**src/rtl/sleep_seq_pkg.sv**
```systemverilog
package sleep_seq_pkg;
  typedef enum logic [2:0] {
    ST_RUN,
    ST_HOLD,
    ST_SLOW1,
    ST_SLOW2,
    ST_WAIT,
    ST_RAMP,
    ST_INIT
  } seq_state_e;

  localparam int DIV_W = 3;

  function automatic int max3(input int a, input int b, input int c);
    int m;
    m = (a > b) ? a : b;
    return (m > c) ? m : c;
  endfunction
endpackage

```
**src/rtl/sleep_seq_timer.sv**
```systemverilog
module sleep_seq_timer #(
  parameter int CNT_W = 14
) (
  input  logic             clk,
  input  logic             rst,
  input  logic             load,
  input  logic [CNT_W-1:0] load_val,
  input  logic             dec,
  output logic             at_zero
);
  logic [CNT_W-1:0] cnt_q;

  always_ff @(posedge clk) begin
    if (rst)                       cnt_q <= '0;
    else if (load)                 cnt_q <= load_val;
    else if (dec && cnt_q != '0)   cnt_q <= cnt_q - 1'b1;
  end

  assign at_zero = (cnt_q == '0);
endmodule

```
**src/rtl/sleep_seq_wake.sv**
```systemverilog
module sleep_seq_wake #(
  parameter int NSRC = 2
) (
  input  logic            clk,
  input  logic            rst,
  input  logic [NSRC-1:0] irq_req,
  input  logic [NSRC-1:0] irq_en,
  input  logic            arm,
  input  logic            clear,
  output logic            wake_any
);
  logic [NSRC-1:0] qual;
  logic            pend_q;

  for (genvar i = 0; i < NSRC; i++) begin : g_src
    assign qual[i] = irq_req[i] & irq_en[i];
  end

  always_ff @(posedge clk) begin
    if (rst || clear)       pend_q <= 1'b0;
    else if (arm && |qual)  pend_q <= 1'b1;
  end

  assign wake_any = pend_q | (|qual);
endmodule

```
**src/rtl/sleep_seq.sv**
```systemverilog
module sleep_seq
  import sleep_seq_pkg::*;
#(
  parameter int HOLD_CYC  = 8205,
  parameter int SLOW1_CYC = 4108,
  parameter int SLOW2_CYC = 264,
  parameter int Y_HALF    = 1,
  parameter int Z_HALF    = 2,
  parameter int Y_SIXT    = 4,
  parameter int Z_SIXT    = 5
) (
  input  logic             clk,
  input  logic             rst,
  input  logic             sleep_req,
  input  logic             clk_irq,
  input  logic             clk_irq_en,
  input  logic             dev_irq,
  input  logic             dev_irq_en,
  input  logic             ramp_done,
  input  logic             init_done,
  output logic [DIV_W-1:0] div_y,
  output logic [DIV_W-1:0] div_z,
  output logic             init_start,
  output logic             wake_done,
  output logic             fetch_sys
);
  localparam int CNT_W = $clog2(max3(HOLD_CYC, SLOW1_CYC, SLOW2_CYC) + 1);
  localparam logic [CNT_W-1:0] LD_HOLD  = CNT_W'(HOLD_CYC - 1);
  localparam logic [CNT_W-1:0] LD_SLOW1 = CNT_W'(SLOW1_CYC - 1);
  localparam logic [CNT_W-1:0] LD_SLOW2 = CNT_W'(SLOW2_CYC - 1);

  seq_state_e       state_q;
  logic [DIV_W-1:0] y_q, z_q;
  logic             start_q, done_q, fetch_q;
  logic             ld, dec, at_zero, wake_any, in_stage;
  logic [CNT_W-1:0] ld_val;

  assign in_stage = (state_q == ST_HOLD) || (state_q == ST_SLOW1) ||
                    (state_q == ST_SLOW2);

  // Counter reload is decided from the current state and the stage end.
  always_comb begin
    ld     = 1'b0;
    ld_val = '0;
    unique case (state_q)
      ST_RUN:   if (sleep_req) begin ld = 1'b1; ld_val = LD_HOLD;  end
      ST_HOLD:  if (at_zero)   begin ld = 1'b1; ld_val = LD_SLOW1; end
      ST_SLOW1: if (at_zero)   begin ld = 1'b1; ld_val = LD_SLOW2; end
      default: ;
    endcase
    dec = in_stage;
  end

  sleep_seq_timer #(.CNT_W(CNT_W)) u_timer (
    .clk      (clk),
    .rst      (rst),
    .load     (ld),
    .load_val (ld_val),
    .dec      (dec),
    .at_zero  (at_zero)
  );

  sleep_seq_wake #(.NSRC(2)) u_wake (
    .clk      (clk),
    .rst      (rst),
    .irq_req  ({dev_irq, clk_irq}),
    .irq_en   ({dev_irq_en, clk_irq_en}),
    .arm      (in_stage),
    .clear    (!(in_stage || state_q == ST_WAIT)),
    .wake_any (wake_any)
  );

  always_ff @(posedge clk) begin
    if (rst) begin
      state_q <= ST_RUN;
      y_q     <= '0;
      z_q     <= '0;
      start_q <= 1'b0;
      done_q  <= 1'b0;
      fetch_q <= 1'b0;
    end else begin
      start_q <= 1'b0;
      done_q  <= 1'b0;
      unique case (state_q)
        ST_RUN:   if (sleep_req) state_q <= ST_HOLD;
        ST_HOLD:  if (at_zero) begin
          state_q <= ST_SLOW1;
          y_q     <= DIV_W'(Y_HALF);
          z_q     <= DIV_W'(Z_HALF);
        end
        ST_SLOW1: if (at_zero) begin
          state_q <= ST_SLOW2;
          y_q     <= DIV_W'(Y_SIXT);
          z_q     <= DIV_W'(Z_SIXT);
        end
        ST_SLOW2: if (at_zero) state_q <= ST_WAIT;
        ST_WAIT:  if (wake_any) begin
          state_q <= ST_RAMP;
          y_q     <= '0;
          z_q     <= '0;
        end
        ST_RAMP:  if (ramp_done) begin
          state_q <= ST_INIT;
          start_q <= 1'b1;
        end
        ST_INIT:  if (init_done) begin
          state_q <= ST_RUN;
          done_q  <= 1'b1;
          fetch_q <= 1'b1;
        end
        default:  state_q <= ST_RUN;
      endcase
    end
  end

  assign div_y      = y_q;
  assign div_z      = z_q;
  assign init_start = start_q;
  assign wake_done  = done_q;
  assign fetch_sys  = fetch_q;
endmodule

```
**config.mk**
```make
export PLATFORM = sky130hd
export DESIGN_NAME = sleep_seq
export DESIGN_NICKNAME = d
export VERILOG_FILES = /design/src/rtl/sleep_seq_pkg.sv /design/src/rtl/sleep_seq_timer.sv /design/src/rtl/sleep_seq_wake.sv /design/src/rtl/sleep_seq.sv
export SDC_FILE = /design/constraint.sdc
export NUM_CORES = 1
export LEC_CHECK = 0
export ABC_AREA = 1
export BUFFER_PORTS_ARGS = -buffer_cell sky130_fd_sc_hd__buf_4
export CAP_MARGIN = 20
export CORE_MARGIN = 5
export CORE_UTILIZATION = 30
export DETAILED_ROUTE_END_ITERATION = 8
export SYNTH_ARGS = -nofsm -noshare
export SYNTH_HDL_FRONTEND = slang
export SYNTH_SLANG_ARGS = --single-unit
```
**constraint.sdc**
```tcl
create_clock -name clk -period 4.6 [get_ports clk]
set_input_delay 0.92 -clock clk [delete_from_list [all_inputs] [get_ports clk]]
set_output_delay 0.92 -clock clk [all_outputs]
set_load 0.1 [all_outputs]
```
* Word-level counts from Yosys, hierarchy flattened
Index checks and enable logic that the tools add are counted.
** Storage, ports and cells
- Flip-flop bits (word level) :: 27
- Input bits :: 9
- Output and inout bits :: 9
- Word-level logic and storage cells :: 70
** Cells by class
- Add/subtract/negate cells :: 1
- Equal/unequal tests :: 13
- Muxes and demuxes :: 24
- Bitwise operators :: 5
- Reduce and logical (&&, ||, !) cells :: 19
** Operators with widths (number)
- $mux W14 :: 3
- $pmux W14 S3 :: 1
- $mux W3 :: 10
- $pmux W3 S7 :: 1
- $pmux W3 S3 :: 2
- $logic_not A14 Y1 :: 1
- $reduce_bool A14 Y1 :: 1
- $sub A14 B1 Y14 const B :: 1
- $mux W13 :: 1
- $ne A2 B2 Y1 const B :: 6
- $eq A3 B3 Y1 const B :: 3
- $mux W9 :: 1
- $reduce_or A2 Y1 :: 4
- $reduce_and A7 Y1 :: 1
- $eq A3 B2 Y1 const B :: 2
- $logic_or A1 B1 Y1 :: 4
- $mux W1 :: 4
- $reduce_and A4 Y1 :: 1
- $eq A3 B1 Y1 const B :: 1
- $logic_not A3 Y1 :: 1
- $reduce_bool A3 Y1 :: 1
- $and A1 B1 Y1 :: 2
- $logic_and A1 B1 Y1 :: 2
- $ne A2 B1 Y1 const B :: 1
- other kinds (6) :: 7

* Logic depth before layout (Yosys ltp)
- Depth in word-level cells :: 6
- Mapped depth :: 11

* Cells and area by module
Synthesis repeated with hierarchy kept, for this count alone.
** Second synthesis, totals
- Cells, all modules :: 276
- Area, all modules :: 1677.9 um^2
** Modules (own cells, without submodules)
- sleep_seq_timer :: instances 1, cells an instance 177, area each 1031.0 um^2, seq. area each 280.3 um^2
- sleep_seq :: instances 1, cells an instance 88, area each 588.1 um^2, seq. area each 160.2 um^2
- sleep_seq_wake :: instances 1, cells an instance 11, area each 58.8 um^2, seq. area each 20.0 um^2

* Least setup slack after synthesis
No wires, ideal clock.
- Kind :: register to output
- Start point :: register z_q[0] (netlist: div_z[0])
- End point :: output div_z[0]
- Arrival :: 1.391 ns
- Setup slack :: 2.289 ns
- Stages on the path, launching flop included :: 2
- Path buffers :: 1
- Cells stage by stage :: dfxtp_1 -> buf_4
** RTL lines
- from (decl) :: RTL line sleep_seq.sv:33 : logic [DIV_W-1:0] y_q, z_q;
- from (signal assigned) :: RTL line sleep_seq.sv:89 : z_q <= DIV_W'(Z_HALF);
- from (signal assigned) :: RTL line sleep_seq.sv:94 : z_q <= DIV_W'(Z_SIXT);
- to (decl) :: RTL line sleep_seq.sv:22 : output logic [DIV_W-1:0] div_z,
No word-level cell between the ends.

==> results by group <==
Logic synthesis
  • Number of cells produced by synthesis: 218
  • Post-synthesis cell type count: 34
  • Top post-synthesis cells by area: dfxtp_1, nand2_1, nand3_1
  • Synthesized net count: 228
  • Main combinational cell family by area after synthesis: simple AND/OR/NAND/NOR gates
  • XOR/XNOR Fraction of Synth Area: 0.0289
  • Multiplexer share of the synthesized area: 0
  • Top-area cell type share of the netlist area: 0.303
  • Cell taking the most area after synthesis: dfxtp_1
  • Commonest register cell after synthesis: dfxtp_1
  • Yosys warning count: 0
  • Asr flop ratio synth: 0
  • Most instantiated library cell after synthesis: nand2_1
  • Synthesized area divided by synthesized cell count: 6.96 sq um
  • Number of flops mapped to enable cells by yosys: 0
  • Commonest cells post-synth: nand2_1, nor2_1, dfxtp_1, nand3_1, inv_1
  • Arithmetic-cell share of the synthesized area counting full adders, half adders and majority gates: 0.00824
  • Post-synthesis instance area: 0.00152 sq mm
  • Post-synthesis sequential element count: 23
  • Area fraction in compound gates after synthesis: 0.0808
  • Sequential cell area fraction in the yosys report: 0.303
  • Post-synthesis share of cell area spent on and, or, nand and nor gates: 0.481

Floorplanning
  • Y dimension of the die: 81.1 microns
  • Initial Util: 0.315
  • Standard cell core area: 0.00482 sq mm
  • Die Wd: 81.1 microns
  • Overall die area: 0.00658 sq mm
  • Count of standard-cell rows: 25
  • Boundary pin count: 18

Critical path
  • FF-to-FF Start: u_timer.cnt_q[0]
  • Arr. time, crit path: 0.96 ns
  • Reg2Reg Depth: 9
  • Critical register-to-register path endpoint: u_timer.cnt_q[2]
  • Worst path top cell family by delay: flip-flops
  • Number of buffers and inverters on the critical path: 1
  • Critical path type: reg -> out
  • Kind of end point of the critical path: output pin
  • CP max stage delay: 0.38 ns
  • Critical Path Slowest Stage Cell: dfxtp_1
  • Critical path fanouts, max: 4
  • Critical path data required time: 3.68 ns
  • Critical Path Start Type: register
  • Register-to-register setup slack: 2.88 ns
  • CP cell instances: buf_4

Finish
  • Post-Layout Cell Count: 299
  • # nets final: 243
  • Synthesis-to-layout area growth: 13.9%
  • Layout cell share with drive strength beyond 1: 0.216
  • Number of antenna cells inserted: 0

STA
  • Final clock period utilization by the worst path: 0.408
  • Fin. max-slew vios: 0
  • Worst hold margin: 0.476 ns
  • Shortest clock period the worst path allows after layout: 1.88 ns
  • Final setup viols: 0
  • Final Hold Violating Endpoints: 0
  • Post-Route Setup TNS: 0 ns
  • Achievable frequency: 0.532 GHz
  • Setup repair after global routing missed its margin: false
  • Final setup skew: 0.00536 ns

Clock tree
  • H-tree levels: 1
  • Clock latency reported for the late side of the worst-skew pair: 0.27 ns
  • Largest buffer count on any clock path: 2
  • Number of buffers added by the clock tree synthesis step: 3
  • Sink count of the clock tree: 23
  • Post-cts sizing count: 0
  • Number of post-CTS setup repair buffers: 0
  • Root Buffer: clkbuf_8
  • Post-cts hold buffer count: 0
  • Worst-path clk slew: 0.09 ns
  • CTS tree: done

Placement
  • Hpwl dp: 2500 microns
  • Number of placed cells counting well taps: 295
  • Count of input and output buffers: 16
  • Last weighted congestion value of the routability-driven placer: 0.796

Routing
  • Average vias per placed instance: 4.47
  • Drt first pass iters: 4
  • Post-route antenna net violation count: 0
  • Vias after detailed routing: 1336
  • Total Routed Length: 3200 microns
  • Number of violations reported at the end of detailed-routing iteration 0: 96
  • Number of remaining DRC errors: 0
  • Routed wire length per instance: 10.7 microns

Global routing
  • Pin count of the biggest net entering global routing: 14
  • Vias in the first global route: 1205
  • First-pass GRT wire length: 5490 microns
  • Global routing usage summed across all routing layers: 0.106
  • Overall overflow remaining after global route: 0
  • Antenna violations before repair: 0

Worst hold path
  • Hold Crit Endpoint: fetch_sys
  • Path class of the lowest-slack min-delay path: reg -> reg
  • Worst hold path startpoint: fetch_sys
  • Hold depth: 2

Job
  • Max-cap violation count: 0

Power
  • Lkg Pwr: 0.000783 uW
  • Total power divided by cell area: 816 mW/mm^2
  • Maximum resistive drop on vdd: 0.203 mV

Outcome
  • Outcome: complete, no violations
[power by group]
part           switching, uW  internal (uW)  leakage, uW  total (uW)
Sequential              74.0            259     0.000188         333
Combinational            629            321     0.000569         951
Clock                   67.9           60.5    0.0000255         128
[final cells by class]
| type | instances | area, sq um |
|---|---|---|
| Multi-Input combinational cell | 163 | 912 |
| Fill cell | 541 | 3090 |
| Tap cell | 67 | 83.8 |
| Sequential cell | 23 | 460 |
| Inverter | 26 | 106 |
| Clock buffer | 3 | 41.3 |
| Timing Repair Buffer | 16 | 120 |
| Clock inverter | 1 | 5.00 |
[worst register-to-register path, delay by kind of cell (launching register included)]
kind,cells,cell delay (ns)
flops,1,0.35
fa+ha+maj,1,0.28
buf+inv,1,0.08
simple gates,6,0.72
compound gates,1,0.18
[cell families after synthesis]
family / after synthesis
compound gates: 23
xor+xnor: 5
fa+ha+maj: 1
buf+inv: 32
flops: 23
other cells: 1
simple gates: 133
[layer usage]
metal / share of wire / GRT usage / routed length (microns)
met5: 0 / 0 / 0
met4: 0.018 / 0.0405 / 57
met3: 0.026 / 0.0144 / 84
met2: 0.46 / 0.174 / 1480
met1: 0.49 / 0.141 / 1580
[flip-flops by register name, indices dropped and copies added, names as in the netlist]
signal / count
state_q: 3
u_timer.cnt_q: 14
u_wake.pend_q: 1
init_start: 1
wake_done: 1
div_z: 2
fetch_sys: 1
[through the flow]
step / instance area, sq um / setup WS, ns / util / total power [uW]
2_1_floorplan: 1520 / 2.29 / - / 1140
3_5_place_dp: 1680 / 2.74 / 0.349 / 1290
5_1_grt: 1730 / 2.65 / 0.359 / 1550
3_3_place_gp: 1680 / 2.76 / 0.349 / 1290
4_1_cts: 1730 / 2.70 / 0.359 / 1430
6_report: 1730 / 2.72 / 0.359 / 1410
[worst max-delay path by stage]
stage                     cells past startpoint     start    endpoint  slack, ns
after floorplan                               1  div_z[0]    div_z[0]       2.29
after global placement                        8   dev_irq  state_q[2]       2.76
after detailed placement                      8   dev_irq  state_q[0]       2.74
after CTS                                     1  div_z[0]    div_z[0]       2.70
after global routing                          1  div_z[0]    div_z[0]       2.65
final                                         1  div_z[0]    div_z[2]       2.72
[layout by cell type, fill, tap and decap left out, types with 3 or more instances in the layout]
cell type,instances
nand2_1,50
nor2_1,30
nand3_1,23
dfxtp_1,23
inv_1,19
buf_4,16
o21ai_0,9
a21oi_1,9
inv_2,4
nor2_4,4
nand2_4,4
xor2_1,4
nor3_1,3
o21ai_1,3
nand4_1,3
clkbuf_8,3
Note: power is estimated with default switching activity, not from simulation.
